`src/rtl/fts_pkg.sv`:
```
package fts_pkg;

  typedef enum logic [2:0] {
    ST_RUN        = 3'd0,
    ST_IDLE       = 3'd1,
    ST_SQUASH     = 3'd2,
    ST_BLOCK      = 3'd3,
    ST_WAIT_RSP   = 3'd4,
    ST_FILL_DONE  = 3'd5,
    ST_WAIT_RETRY = 3'd6,
    ST_TRAP       = 3'd7
  } fetch_state_e;

  typedef enum logic [1:0] {
    POL_SOLO    = 2'd0,
    POL_ROTATE  = 2'd1,
    POL_IQ_MIN  = 2'd2,
    POL_LSQ_MIN = 2'd3
  } sel_policy_e;

  function automatic logic state_may_fetch(input logic [2:0] code);
    return (code == ST_RUN) || (code == ST_IDLE) || (code == ST_FILL_DONE);
  endfunction

endpackage

```
`src/rtl/fts_elig.sv`:
```
module fts_elig #(
  parameter int N = 4
) (
  input  logic [3*N-1:0] thr_status,
  output logic [N-1:0]   elig
);
  import fts_pkg::*;

  for (genvar t = 0; t < N; t++) begin : g_thr
    assign elig[t] = state_may_fetch(thr_status[3*t +: 3]);
  end
endmodule

```
`src/rtl/fts_rotate.sv`:
```
module fts_rotate #(
  parameter int N     = 4,
  parameter int SLOTS = 2,
  parameter int TW    = 2
) (
  input  logic                clk,
  input  logic                rst_n,
  input  logic [N-1:0]        elig,
  input  logic                advance,
  output logic [SLOTS-1:0]    pick_vld,
  output logic [SLOTS*TW-1:0] pick_tid
);
  logic [TW-1:0] ord_q [N];
  logic [TW-1:0] ord_d [N];
  logic [TW-1:0] slot_tid [SLOTS];
  logic [N-1:0]  used;
  logic [TW-1:0] last_tid;
  int            idx;

  // Per-slot scan of the priority list, excluding threads taken by earlier slots
  always_comb begin
    used     = '0;
    last_tid = '0;
    for (int s = 0; s < SLOTS; s++) begin
      pick_vld[s] = 1'b0;
      slot_tid[s] = '0;
      for (int p = 0; p < N; p++) begin
        if (!pick_vld[s] && elig[ord_q[p]] && !used[ord_q[p]]) begin
          pick_vld[s] = 1'b1;
          slot_tid[s] = ord_q[p];
        end
      end
      if (pick_vld[s]) begin
        used[slot_tid[s]] = 1'b1;
        last_tid          = slot_tid[s];
      end
      pick_tid[s*TW +: TW] = slot_tid[s];
    end
    // Next order: untouched threads first, then the granted ones in slot order
    for (int p = 0; p < N; p++) ord_d[p] = ord_q[p];
    idx = 0;
    for (int p = 0; p < N; p++) begin
      if (!used[ord_q[p]]) begin
        ord_d[idx] = ord_q[p];
        idx = idx + 1;
      end
    end
    for (int s = 0; s < SLOTS; s++) begin
      if (pick_vld[s]) begin
        ord_d[idx] = slot_tid[s];
        idx = idx + 1;
      end
    end
  end

  always_ff @(posedge clk or negedge rst_n) begin
    if (!rst_n) begin
      for (int p = 0; p < N; p++) ord_q[p] <= TW'(p);
    end else if (advance && pick_vld[0]) begin
      for (int p = 0; p < N; p++) ord_q[p] <= ord_d[p];
    end
  end

  // The list must stay a permutation of the thread IDs
  logic [N-1:0] seen_ids;
  always_comb begin
    seen_ids = '0;
    for (int p = 0; p < N; p++) seen_ids[ord_q[p]] = 1'b1;
  end

  a_r3_order_perm: assert property (@(posedge clk) disable iff (!rst_n)
    seen_ids == {N{1'b1}});

  a_r3_tail_last: assert property (@(posedge clk) disable iff (!rst_n)
    advance && pick_vld[0] |=> ord_q[N-1] == $past(last_tid));

  a_r7_hold_order: assert property (@(posedge clk) disable iff (!rst_n)
    !advance |=> $stable(ord_q[0]) && $stable(ord_q[N-1]));
endmodule

```
`src/rtl/fts_minocc.sv`:
```
module fts_minocc #(
  parameter int N     = 4,
  parameter int SLOTS = 2,
  parameter int TW    = 2,
  parameter int CW    = 6
) (
  input  logic [N-1:0]        elig,
  input  logic [N*CW-1:0]     occ,
  output logic [SLOTS-1:0]    pick_vld,
  output logic [SLOTS*TW-1:0] pick_tid
);
  logic [N-1:0]  used;
  logic [CW-1:0] best_cnt;
  logic [TW-1:0] best_tid;

  // Strict less-than keeps the lower ID on a tie
  always_comb begin
    used     = '0;
    best_cnt = '0;
    best_tid = '0;
    for (int s = 0; s < SLOTS; s++) begin
      pick_vld[s] = 1'b0;
      best_cnt    = '0;
      best_tid    = '0;
      for (int t = 0; t < N; t++) begin
        if (elig[t] && !used[t] &&
            (!pick_vld[s] || occ[t*CW +: CW] < best_cnt)) begin
          pick_vld[s] = 1'b1;
          best_cnt    = occ[t*CW +: CW];
          best_tid    = TW'(t);
        end
      end
      if (pick_vld[s]) used[best_tid] = 1'b1;
      pick_tid[s*TW +: TW] = best_tid;
    end
  end
endmodule

```
`src/rtl/fetch_thread_sel.sv`:
```
module fetch_thread_sel #(
  parameter int NUM_THREADS = 4,
  parameter int OCC_W       = 6,
  parameter int FETCH_SLOTS = 2,
  localparam int TID_W      = (NUM_THREADS > 1) ? $clog2(NUM_THREADS) : 1
) (
  input  logic                         clk,
  input  logic                         rst_n,
  input  logic [1:0]                   policy_cfg,
  input  logic                         drain_req,
  input  logic [3*NUM_THREADS-1:0]     thr_status,
  input  logic [OCC_W*NUM_THREADS-1:0] iq_occ,
  input  logic [OCC_W*NUM_THREADS-1:0] lsq_occ,
  output logic [FETCH_SLOTS-1:0]       grant_valid,
  output logic [FETCH_SLOTS*TID_W-1:0] grant_tid
);
  import fts_pkg::*;

  sel_policy_e            pol_q;
  logic [NUM_THREADS-1:0] elig;

  always_ff @(posedge clk) begin
    if (!rst_n) pol_q <= sel_policy_e'(policy_cfg);
  end

  fts_elig #(.N(NUM_THREADS)) u_elig (
    .thr_status (thr_status),
    .elig       (elig)
  );

  if (NUM_THREADS == 1) begin : g_single
    always_comb begin
      grant_valid    = '0;
      grant_tid      = '0;
      grant_valid[0] = rst_n && !drain_req && elig[0];
    end
  end else begin : g_multi
    logic [FETCH_SLOTS-1:0]       rot_vld, cnt_vld;
    logic [FETCH_SLOTS*TID_W-1:0] rot_tid, cnt_tid;
    logic                         rot_adv;
    logic [OCC_W*NUM_THREADS-1:0] occ_sel;

    assign rot_adv = rst_n && !drain_req && (pol_q == POL_ROTATE);
    assign occ_sel = (pol_q == POL_LSQ_MIN) ? lsq_occ : iq_occ;

    fts_rotate #(.N(NUM_THREADS), .SLOTS(FETCH_SLOTS), .TW(TID_W)) u_rot (
      .clk      (clk),
      .rst_n    (rst_n),
      .elig     (elig),
      .advance  (rot_adv),
      .pick_vld (rot_vld),
      .pick_tid (rot_tid)
    );

    fts_minocc #(.N(NUM_THREADS), .SLOTS(FETCH_SLOTS), .TW(TID_W), .CW(OCC_W)) u_min (
      .elig     (elig),
      .occ      (occ_sel),
      .pick_vld (cnt_vld),
      .pick_tid (cnt_tid)
    );

    always_comb begin
      grant_valid = '0;
      grant_tid   = '0;
      if (rst_n && !drain_req) begin
        unique case (pol_q)
          POL_SOLO:   grant_valid[0] = 1'b1;
          POL_ROTATE: begin
            grant_valid = rot_vld;
            grant_tid   = rot_tid;
          end
          default: begin
            grant_valid = cnt_vld;
            grant_tid   = cnt_tid;
          end
        endcase
      end
    end

    a_r1_elig_only: assert property (@(posedge clk) disable iff (!rst_n)
      grant_valid[0] && pol_q != POL_SOLO |-> elig[grant_tid[0 +: TID_W]]);

    a_r7_none_idle: assert property (@(posedge clk) disable iff (!rst_n)
      elig == '0 && pol_q != POL_SOLO |-> grant_valid == '0);

    a_r8_solo_slot0: assert property (@(posedge clk) disable iff (!rst_n)
      pol_q == POL_SOLO && !drain_req |-> grant_valid == FETCH_SLOTS'(1) &&
                                          grant_tid[0 +: TID_W] == '0);
  end

  for (genvar s = 1; s < FETCH_SLOTS; s++) begin : g_slot_chk
    a_r5_prefix: assert property (@(posedge clk) disable iff (!rst_n)
      grant_valid[s] |-> grant_valid[s-1]);
    for (genvar r = 0; r < s; r++) begin : g_pair
      a_r5_distinct: assert property (@(posedge clk) disable iff (!rst_n)
        grant_valid[s] |-> grant_tid[s*TID_W +: TID_W] != grant_tid[r*TID_W +: TID_W]);
    end
  end

  a_r6_drain_quiet: assert property (@(posedge clk) disable iff (!rst_n)
    drain_req |-> grant_valid == '0);

  a_r2_policy_hold: assert property (@(posedge clk) disable iff (!rst_n)
    rst_n && $past(rst_n) |-> $stable(pol_q));
endmodule

```
`config.mk`:
```
export PLATFORM = sky130hd
export DESIGN_NAME = fetch_thread_sel
export DESIGN_NICKNAME = d
export VERILOG_FILES = /design/src/rtl/fts_pkg.sv /design/src/rtl/fts_elig.sv /design/src/rtl/fts_rotate.sv /design/src/rtl/fts_minocc.sv /design/src/rtl/fetch_thread_sel.sv
export SDC_FILE = /design/constraint.sdc
export NUM_CORES = 1
export LEC_CHECK = 0
export BUFFER_PORTS_ARGS = -buffer_cell sky130_fd_sc_hd__buf_2
export CORE_MARGIN = 2
export CORE_UTILIZATION = 60
export CTS_CLUSTER_SIZE = 14
export DETAILED_ROUTE_END_ITERATION = 12
export PLACE_DENSITY_LB_ADDON = 0.3
export SETUP_SLACK_MARGIN = 0.2
export SYNTH_ARGS = -nofsm -noshare
export SYNTH_HDL_FRONTEND = slang
export SYNTH_HIERARCHICAL = 1
export SYNTH_SLANG_ARGS = --single-unit
```
`constraint.sdc`:
```
create_clock -name clk -period 22.4 [get_ports clk]
set_clock_uncertainty 0.15 [all_clocks]
set_input_delay 2.24 -clock clk [delete_from_list [all_inputs] [get_ports clk]]
set_output_delay 2.24 -clock clk [all_outputs]
set_load 0.02 [all_outputs]
```
**Yosys cells after proc, flatten, opt, wreduce, memory -nomap -nowiden**

Cells that the tools add are included.
W data, S select, Z words.

- Register bits after elaboration: 10
- Bits of input ports: 65
- Output and inout bits: 6
- Word-level logic and storage cells: 238

- Add/sub/neg operators: 4
- $lt $le $gt $ge: 26
- Eq/ne operators: 10
- Mux-type cells: 108
- Bitwise gates (word level): 6
- Reduce and logical (&&, ||, !) cells: 79

Operator list:

| cell | number |
|---|---|
| $ge A32 B3 Y1 const B | 5 |
| $lt A32 B1 Y1 const B | 5 |
| $mux W32 | 4 |
| $not A32 Y32 | 4 |
| $add A32 B2 Y32 const B | 3 |
| $bwmux W8 | 5 |
| $mux W8 | 5 |
| $mux W1 | 38 |
| $lt A6 B6 Y1 | 6 |
| $mux W2 | 18 |
| $mux W6 | 6 |
| $logic_and A1 B1 Y1 | 35 |
| $bmux W1 S2 | 16 |
| $not A1 Y32 | 1 |
| $logic_not A1 Y1 | 25 |
| $mux W24 | 1 |
| $lt A2 B3 Y1 const B | 7 |
| $demux W2 S2 | 5 |
| $mux W4 | 4 |
| $logic_or A1 B1 Y1 | 14 |
| $eq A3 B1 Y1 const B | 4 |
| $eq A3 B3 Y1 const B | 4 |
| $logic_not A3 Y1 | 4 |
| $pmux W4 S2 | 1 |
| other kinds (8) | 13 |

**Logic depth before layout (Yosys ltp)**

Gate-level depths: netlist (run 1).

- Depth in word-level cells: 65
- Mapped depth: 59
- Depth with buffers taken out: 54

**By module**

Netlist (run 1), hierarchy kept.

Modules (own cells, without submodules):

| module | times used | cells an instance | area each (um^2) | seq. area each (um^2) |
|---|---|---|---|---|
| fts_rotate | 1 | 266 | 2189.6 | 205.2 |
| fts_minocc | 1 | 221 | 1507.7 | 0.0 |
| fetch_thread_sel | 1 | 52 | 569.3 | 60.1 |
| fts_elig | 1 | 8 | 50.0 | 0.0 |

**Worst setup path before layout (run 1)**

Ideal clock, no wire load.

- Kind: input port to output port
- From: input port thr_status[0]
- To: output port grant_tid[3]
- Data arrival time: 13.260 ns
- Required time: 20.010 ns
- Path slack: 6.750 ns
- Stages on the path: 57
- Path buffers: 5
- Cells stage by stage: inv_1 a21oi_2 clkbuf_1 nand2_1 ha_1 a41o_1 a21oi_1 o211a_1 clkbuf_1 nor2_1 a21oi_1 ha_1 a21o_1 a2111oi_2 o21ai_0 o221ai_1 clkbuf_1 nor2_1 (+21 left out) ha_1 and3_1 nand3_1 a211o_1 o31ai_1 and2_0 a21oi_4 mux2_2 ha_1 a21o_1 a21o_1 a21oi_1 and3b_1 o31a_1 a21oi_1 nand3b_1 nand2_1 a21oi_1

- Elaborated cells on any way between the ends: 124
- Those cells by class: order compare (10); eq/ne (2); mux (57); reduce/logical (55)

RTL lines:

| element | RTL line | text |
|---|---|---|
| start: declaration | fetch_thread_sel.sv:11 | `input logic [3*NUM_THREADS-1:0] thr_status,` |
| $eq A3 B1 Y1 or $logic_not A3 Y1 (tied branches) | fts_pkg.sv:22 | `return (code == ST_RUN) \|\| (code == ST_IDLE) \|\| (code == ST_FILL_DONE);` |
| $logic_or A1 B1 Y1 | fts_pkg.sv:22 |  |
| $logic_or A1 B1 Y1 * | fts_pkg.sv:22 |  |
| via elig[0] | fetch_thread_sel.sv:20 | `logic [NUM_THREADS-1:0] elig;` |
| $mux W6 or $mux W1 (tied branches) | fts_minocc.sv:26 | `if (elig[t] && !used[t] &&` |
| $lt A6 B6 Y1 or $logic_not A1 Y1 (tied branches) | fts_minocc.sv:27 | `(!pick_vld[s] \|\| occ[t*CW +: CW] < best_cnt)) begin` |
| $logic_or A1 B1 Y1 | fts_minocc.sv:27 |  |
| $logic_and A1 B1 Y1 | fts_minocc.sv:26 |  |
| (+9 left out) | -- |  |
| via g_multi.cnt_tid[1] | fetch_thread_sel.sv:39 | `logic [FETCH_SLOTS*TID_W-1:0] rot_tid, cnt_tid;` |
| (+15 left out) | -- |  |
| $mux W6 or $mux W1 (tied branches) | fts_minocc.sv:26 |  |
| $lt A6 B6 Y1 or $logic_not A1 Y1 (tied branches) | fts_minocc.sv:27 |  |
| $logic_or A1 B1 Y1 | fts_minocc.sv:27 |  |
| $logic_and A1 B1 Y1 | fts_minocc.sv:26 |  |
| $mux W2 * | fts_minocc.sv:26 |  |
| via g_multi.cnt_tid[3] | fetch_thread_sel.sv:39 |  |
| $pmux W4 S2 * | fetch_thread_sel.sv:66 | `unique case (pol_q)` |
| $mux W4 * | fetch_thread_sel.sv:65 | `if (rst_n && !drain_req) begin` |
| end: declaration | fetch_thread_sel.sv:15 | `output logic [FETCH_SLOTS*TID_W-1:0] grant_tid` |

The timed path passes the listed nets; every way through them passes the cells marked *. The select of a mux whose other input is x is not followed.

**Worst setup path in the final report (run 1)**

- From: input port thr_status[2]
- To: output port grant_tid[2]

Same word-level chain as after synthesis.

==> results_dict.tcl, run 1 <==
set metrics [dict create \
    status "finished clean" \
    syn_nets 653 \
    slew_violations 0 \
    drt_wl_total_um 12400 \
    gp_congestion 1.02 \
    hp-class "register to register" \
    syn_area_mm2 0.00432 \
    synth-compound-area-share_pct 33.3 \
    portBuffers 70 \
    synthMuxAreaShare_pct 16.7 \
    routedWlPerCell_um 17.9 \
    switching_share_pct 58.6 \
    post_cts_buffers 0 \
    crit_top_cell "a21oi_1" \
    firstDrtPassIters 5 \
    path_buf_inv 5 \
    postCtsHoldBufs 0 \
    p_sw_uw 501 \
    antenna_cells 0 \
    synth_cell_types 97 \
    hold_depth 2 \
    placed_cells 693 \
    yosys.area_share.xor_xnor_pct 2.26 \
    maxCapViolations 0 \
    synth_top_area_cell "ha_1" \
    synthAdderAreaFrac_pct 11.9 \
    irDropWorstVdd_mv 0.339 \
    syn_inst 547 \
    power_frac_seq_pct 6.2 \
    synth-edff-count 2 \
    syn_area_per_cell_um2 7.89 \
    slowest_delay_ns 0.91 \
    grt_max_degree 25 \
    yosysMostFrequentCell "nand2_1" \
    grt_pass1_wl_um 20400 \
    p_int_uw 354 \
    die_h_um 88.8 \
    cts-htree-levels 1 \
    syn_to_final_growth_pct 9.25 \
    row_count 30 \
    hold_start "g_multi.u_rot/ord_q[4]$_DFFE_PN1P_" \
    synth_top_area_share_pct 11.9 \
    reg2reg_to "g_multi.u_rot/ord_q[5]$_DFFE_PN0P_" \
    cts_tree "done" \
    p_leak_uw 0.00207 \
    finalCritPeriodShare_pct 78.6 \
    synth_top_family_by_area "compound AO/OA/AOI/OAI gates" \
    cts_made_buffers 3 \
    ff2ff_path_depth 23 \
    root_buffer "clkbuf_8" \
    min_period_ns 17.60 \
    die_w_um 88.8 \
    initialDrtViolationCount 535 \
    dieArea_mm2 0.00789 \
    async_reset_ff_share_pct 80.0 \
    worstPathMaxFanout 18 \
    initial_core_util_pct 62.8 \
    required_ns 20.01 \
    yosys_warnings 6 \
    synth_area_leaders "ha_1, mux2_4, a21oi_1, nand2_1, mux2_2" \
    ys.flop_type "dfstp_2" \
    fin_cells 697 \
    clock_sinks 10 \
    fin_tns_setup_ns 0 \
    r2r_setup_slack_ns 16.02 \
    via_per_inst 6.64 \
    grt.overflow.total 0 \
    worst_skew_pair.late_latency_ns 0.24 \
    endpoint_kind "primary output" \
    synth-simple-area-share_pct 23.0 \
    rsz0062_at_grt "false" \
    layout-drive-gt1-share_pct 28.3 \
    power_frac_comb_pct 91.5 \
    p_per_area_mw_per_mm2 181 \
    synth_seq_area_share_pct 6.14 \
    holdPathEnd "g_multi.u_rot/ord_q[4]$_DFFE_PN1P_" \
    final_antenna_net_count 0 \
    critPathArrivalTime_ns 15.21 \
    io_pins 71 \
    slowest_stage "o221ai_1" \
    ys_ff_latch 10 \
    slew_headroom_pct 24.9 \
    max_slew.worst_pin.slew_ns 1.13 \
    core-area_mm2 0.00687 \
    worstReg2RegStart "g_multi.u_rot/ord_q[4]$_DFFE_PN1P_" \
    vias 4625 \
    dp_hpwl_um 9870 \
    cts_max_path_buffers 2 \
    start_kind "input pin" \
    ys_top_cells_by_count "nand2_1, a21oi_1, ha_1" \
    critPathKind "input pin to primary output" \
    cts_resized 0 \
    grt_pass1_vias 4190 \
    drc 0 \
    crit_family "compound AO/OA/AOI/OAI gates" \
    track_usage_pct 32.1 \
    antenna_found_initial 0 \
    clk_pin_slew_worst_paths_ns 0.04 \
    nNetsFinal 708 \
    fmax_mhz 56.8 \
    power_frac_clock_pct 2.3 \
    finalHoldViolations 0 \
    setup_viol 0 \
]
==> sequential cells by signal (all words and copies together) (netlist names) <==
register and cells:
pol_q 2, g_multi.u_rot/ord_q 8
==> cell usage in the layout, fill, tap and decap left out, types with 18 or more instances in the layout <==
cell type	n
a21oi_1	43
nand2_1	51
inv_1	33
nand3_1	20
buf_2	70
nor2_1	35
ha_1	41
o21ai_0	18
mux2_4	20
==> logic make-up after synthesis <==
logic type	count (synthesis)
xor gates and xnor gates	9
buffers and inverters	61
adders and majority gates	41
DFF	10
and+or+nand+nor	187
AOI/OAI and AO/OA	184
muxes	55
==> worst reg2reg max path, stage by stage, from the launching register on <==
cell,delay [ns]
dfstp_2,0.67
mux4_2,0.52
and2_0,0.53
a221oi_4,0.18
nor2_2,0.34
inv_2,0.19
a32o_1,0.25
a211oi_1,0.38
a22oi_1,0.15
a211o_1,0.37
o221ai_4,0.16
nand2_1,0.16
o21ai_0,0.25
inv_1,0.14
ha_1,0.32
nor2_1,0.05
o21bai_1,0.20
ha_1,0.25
inv_1,0.17
a21oi_1,0.07
nor4b_2,0.33
o21bai_1,0.18
nand2_1,0.12
o221ai_1,0.11
==> power by group through the flow <==
stage / registers [uW] / clock network [uW] / logic, uW
after floorplan: 30.7 / 0 / 646
after global placement: 51.3 / 0 / 737
after detailed placement: 51.6 / 0 / 762
after CTS: 51.4 / 20.0 / 767
after global routing: 54.4 / 21.1 / 853
final: 52.8 / 19.5 / 783
==> stage by stage <==
| stage | setup slack, ns | power (uW) | instance area, um^2 | utilization (%) | hold WS, ns |
|---|---|---|---|---|---|
| floorplan | 6.75 | 677 | 4320 | - | 0.447 |
| global placement | 5.65 | 788 | 4670 | 68.0 | 0.473 |
| detailed placement | 5.30 | 813 | 4670 | 68.0 | 0.491 |
| CTS | 5.21 | 838 | 4720 | 68.7 | 0.495 |
| global route | 3.88 | 929 | 4720 | 68.7 | 0.533 |
| finish | 4.80 | 855 | 4720 | 68.7 | 0.519 |
==> per-layer routing <==
layer	track usage, %	share of wire [%]
met5	0	0
met4	7.71	1.5
met3	5.69	10
met2	47.8	43
met1	47.7	46
==> final cells by class <==
type	count	area, um^2
clock buffer	4	45.0
inverter	37	141
timing repair buffer	74	380
sequential	10	265
tap	96	120
fill	600	2150
multi-input combinational	476	3760
==> how the worst max path moves through the flow <==
stage	from	end	slack [ns]	cells after the start
floorplan	thr_status[0]	grant_tid[3]	6.75	57
global placement	thr_status[2]	grant_tid[3]	5.65	54
detailed placement	thr_status[2]	grant_tid[2]	5.30	56
finish	thr_status[2]	grant_tid[2]	4.80	56
global route	thr_status[2]	grant_tid[3]	3.88	56
CTS	thr_status[2]	grant_tid[2]	5.21	56
Note: power is estimated with default switching activity, not from simulation.
==> run 2: changes to the inputs <==
--- a/config.mk
+++ b/config.mk
@@ -7,7 +7,7 @@
 export LEC_CHECK = 0
 export BUFFER_PORTS_ARGS = -buffer_cell sky130_fd_sc_hd__buf_2
 export CORE_MARGIN = 2
-export CORE_UTILIZATION = 60
+export CORE_UTILIZATION = 59
 export CTS_CLUSTER_SIZE = 14
 export DETAILED_ROUTE_END_ITERATION = 12
 export PLACE_DENSITY_LB_ADDON = 0.3
==> constraint.sdc (replaced) <==
create_clock -name clk -period 16.4 [get_ports clk]
set_clock_uncertainty 0.15 [all_clocks]
set_input_delay 1.64 -clock clk [delete_from_list [all_inputs] [get_ports clk]]
set_output_delay 1.64 -clock clk [all_outputs]
set_load 0.02 [all_outputs]
==> run 2 against run 1 <==
Against the previous run:
- non-clock buffer count increased by 1
- global-route usage decreased by 0.75 points
- first-iteration DRC count decreased by 26%
- core utilization decreased by 2.8 points
- sequential cell count unchanged
- via count decreased by 0.15%
- clock power increased by 31%
- wire length increased by 0.52%
- critical endpoint is now grant_tid[3]
- largest power group unchanged
- worst hold slack got worse by 0.014 ns
==> results_dict.tcl, run 2 (synthesized netlist as in run 1, its figures left out) <==
set metrics [dict create \
    path_buf_inv 7 \
    grt_pass1_vias 4121 \
    final_antenna_net_count 0 \
    cts_made_buffers 3 \
    dp_hpwl_um 9920 \
    initialDrtViolationCount 398 \
    slew_violations 0 \
    setup_viol 0 \
    cts_max_path_buffers 2 \
    grt_pass1_wl_um 20100 \
    fin_ws_ns 1.20 \
    final_common_cell "buf_2" \
    drt_wl_total_um 12500 \
    p_leak_uw 0.00208 \
    slowest_delay_ns 0.65 \
    fmax_mhz 65.8 \
    finalCritPeriodShare_pct 92.7 \
    start_kind "input pin" \
    slew_headroom_pct 41.7 \
    max_slew.worst_pin.slew_ns 0.875 \
    gp_congestion 0.950 \
    core-area_mm2 0.00718 \
    row_count 31 \
    critPathKind "input pin to primary output" \
    regMostFlops "g_multi.u_rot/ord_q" \
    final_cell_mix "buf_2, nand2_1, a21oi_1" \
    postCtsHoldBufs 0 \
    placed_cells 697 \
    antenna_cells 0 \
    track_usage_pct 31.3 \
    initial_core_util_pct 60.2 \
    slowest_stage "a2111oi_2" \
    cts_tree "done" \
    nNetsFinal 709 \
    vias 4618 \
    worstPathMaxFanout 18 \
    top_regs "g_multi.u_rot/ord_q: 8 flops, pol_q: 2 flops" \
    critPathArrivalTime_ns 13.41 \
    crit_top_cell "a21oi_1" \
    min_period_ns 15.20 \
    report.power.total_uw 1180 \
    fin_cells 701 \
    dieArea_mm2 0.00802 \
    syn_to_final_growth_pct 9.51 \
    via_per_inst 6.59 \
    fin_tns_setup_ns 0 \
    grt.overflow.total 0 \
    maxCapViolations 0 \
    irDropWorstVdd_mv 0.513 \
    hp-class "register to register" \
    dp_slack_ns 1.50 \
    die_h_um 89.5 \
    antenna_found_initial 0 \
    io_pins 71 \
    required_ns 14.61 \
    worst_skew_pair.late_latency_ns 0.23 \
    status "finished clean" \
    layout-drive-gt1-share_pct 28.4 \
    post_cts_buffers 0 \
    finalHoldViolations 0 \
    rsz0062_at_grt "false" \
    drc 0 \
    routedWlPerCell_um 17.8 \
    grt_max_degree 25 \
    clock_sinks 10 \
    holdWs_ns 0.505 \
    portBuffers 70 \
    root_buffer "clkbuf_8" \
    largest_register_ff_count 8 \
    cts-htree-levels 1 \
    cts_resized 0 \
    p_per_area_mw_per_mm2 249 \
    die_w_um 89.5 \
    firstDrtPassIters 7 \
    clk_pin_slew_worst_paths_ns 0.05 \
    crit_family "compound AO/OA/AOI/OAI gates" \
    endpoint_kind "primary output" \
]
-- run 2: path summary, 6_finish.rpt --
check / startpoint / to / slack [ns] / cells after the start
worst max register to register: g_multi.u_rot/ord_q[4]$_DFFE_PN1P_ / g_multi.u_rot/ord_q[0]$_DFFE_PN1P_ / 10.00 / 22
max in group asynchronous: rst_n / g_multi.u_rot/ord_q[3]$_DFFE_PN1P_ / 14.75 / 1
worst max-delay path: thr_status[0] / grant_tid[3] / 1.20 / 56
worst min register to register: g_multi.u_rot/ord_q[4]$_DFFE_PN1P_ / g_multi.u_rot/ord_q[4]$_DFFE_PN1P_ / 0.50 / 2
min in group asynchronous: rst_n / g_multi.u_rot/ord_q[5]$_DFFE_PN0P_ / 1.10 / 1
worst min-delay path: g_multi.u_rot/ord_q[4]$_DFFE_PN1P_ / g_multi.u_rot/ord_q[4]$_DFFE_PN1P_ / 0.50 / 2
-- run 2: tightest hold or removal path, stage by stage (launching register included) --
cell and delay, ns:
dfstp_2 0.43, nand2_1 0.09, o221ai_1 0.11
-- run 2: final cells by class --
class / count / area (um^2)
Timing Repair Buffer: 75 / 388
Sequential cell: 10 / 265
Clock buffer: 4 / 45.0
Multi-Input combinational cell: 476 / 3760
Fill cell: 656 / 2450
Inverter: 37 / 141
Tap cell: 99 / 124
-- run 2: metrics by stage --
step,utilization [%],instance area (um^2)
finish,65.9,4730
global placement,65.2,4680
floorplan,-,4320
global route,65.9,4730
CTS,65.9,4730
detailed placement,65.2,4680
-- run 2: where the power goes --
group / leakage (uW) / total (uW) / internal (uW) / switching (uW)
Combinational: 0.00194 / 1080 / 430 / 647
Sequential: 0.000110 / 72.4 / 37.9 / 34.6
Clock: 0.0000228 / 25.6 / 16.9 / 8.70
-- run 2: routing by layer --
metal / part of all wire, % / up-vias / wire [um] / GRT usage, %
met2: 43 / 269 / 5400 / 47.8
met5: 0 / - / 0 / 0
met4: 0.78 / 0 / 97 / 5.02
met3: 9.4 / 15 / 1180 / 3.88
met1: 47 / 2124 / 5830 / 47.8
li1: - / 2210 / - / -
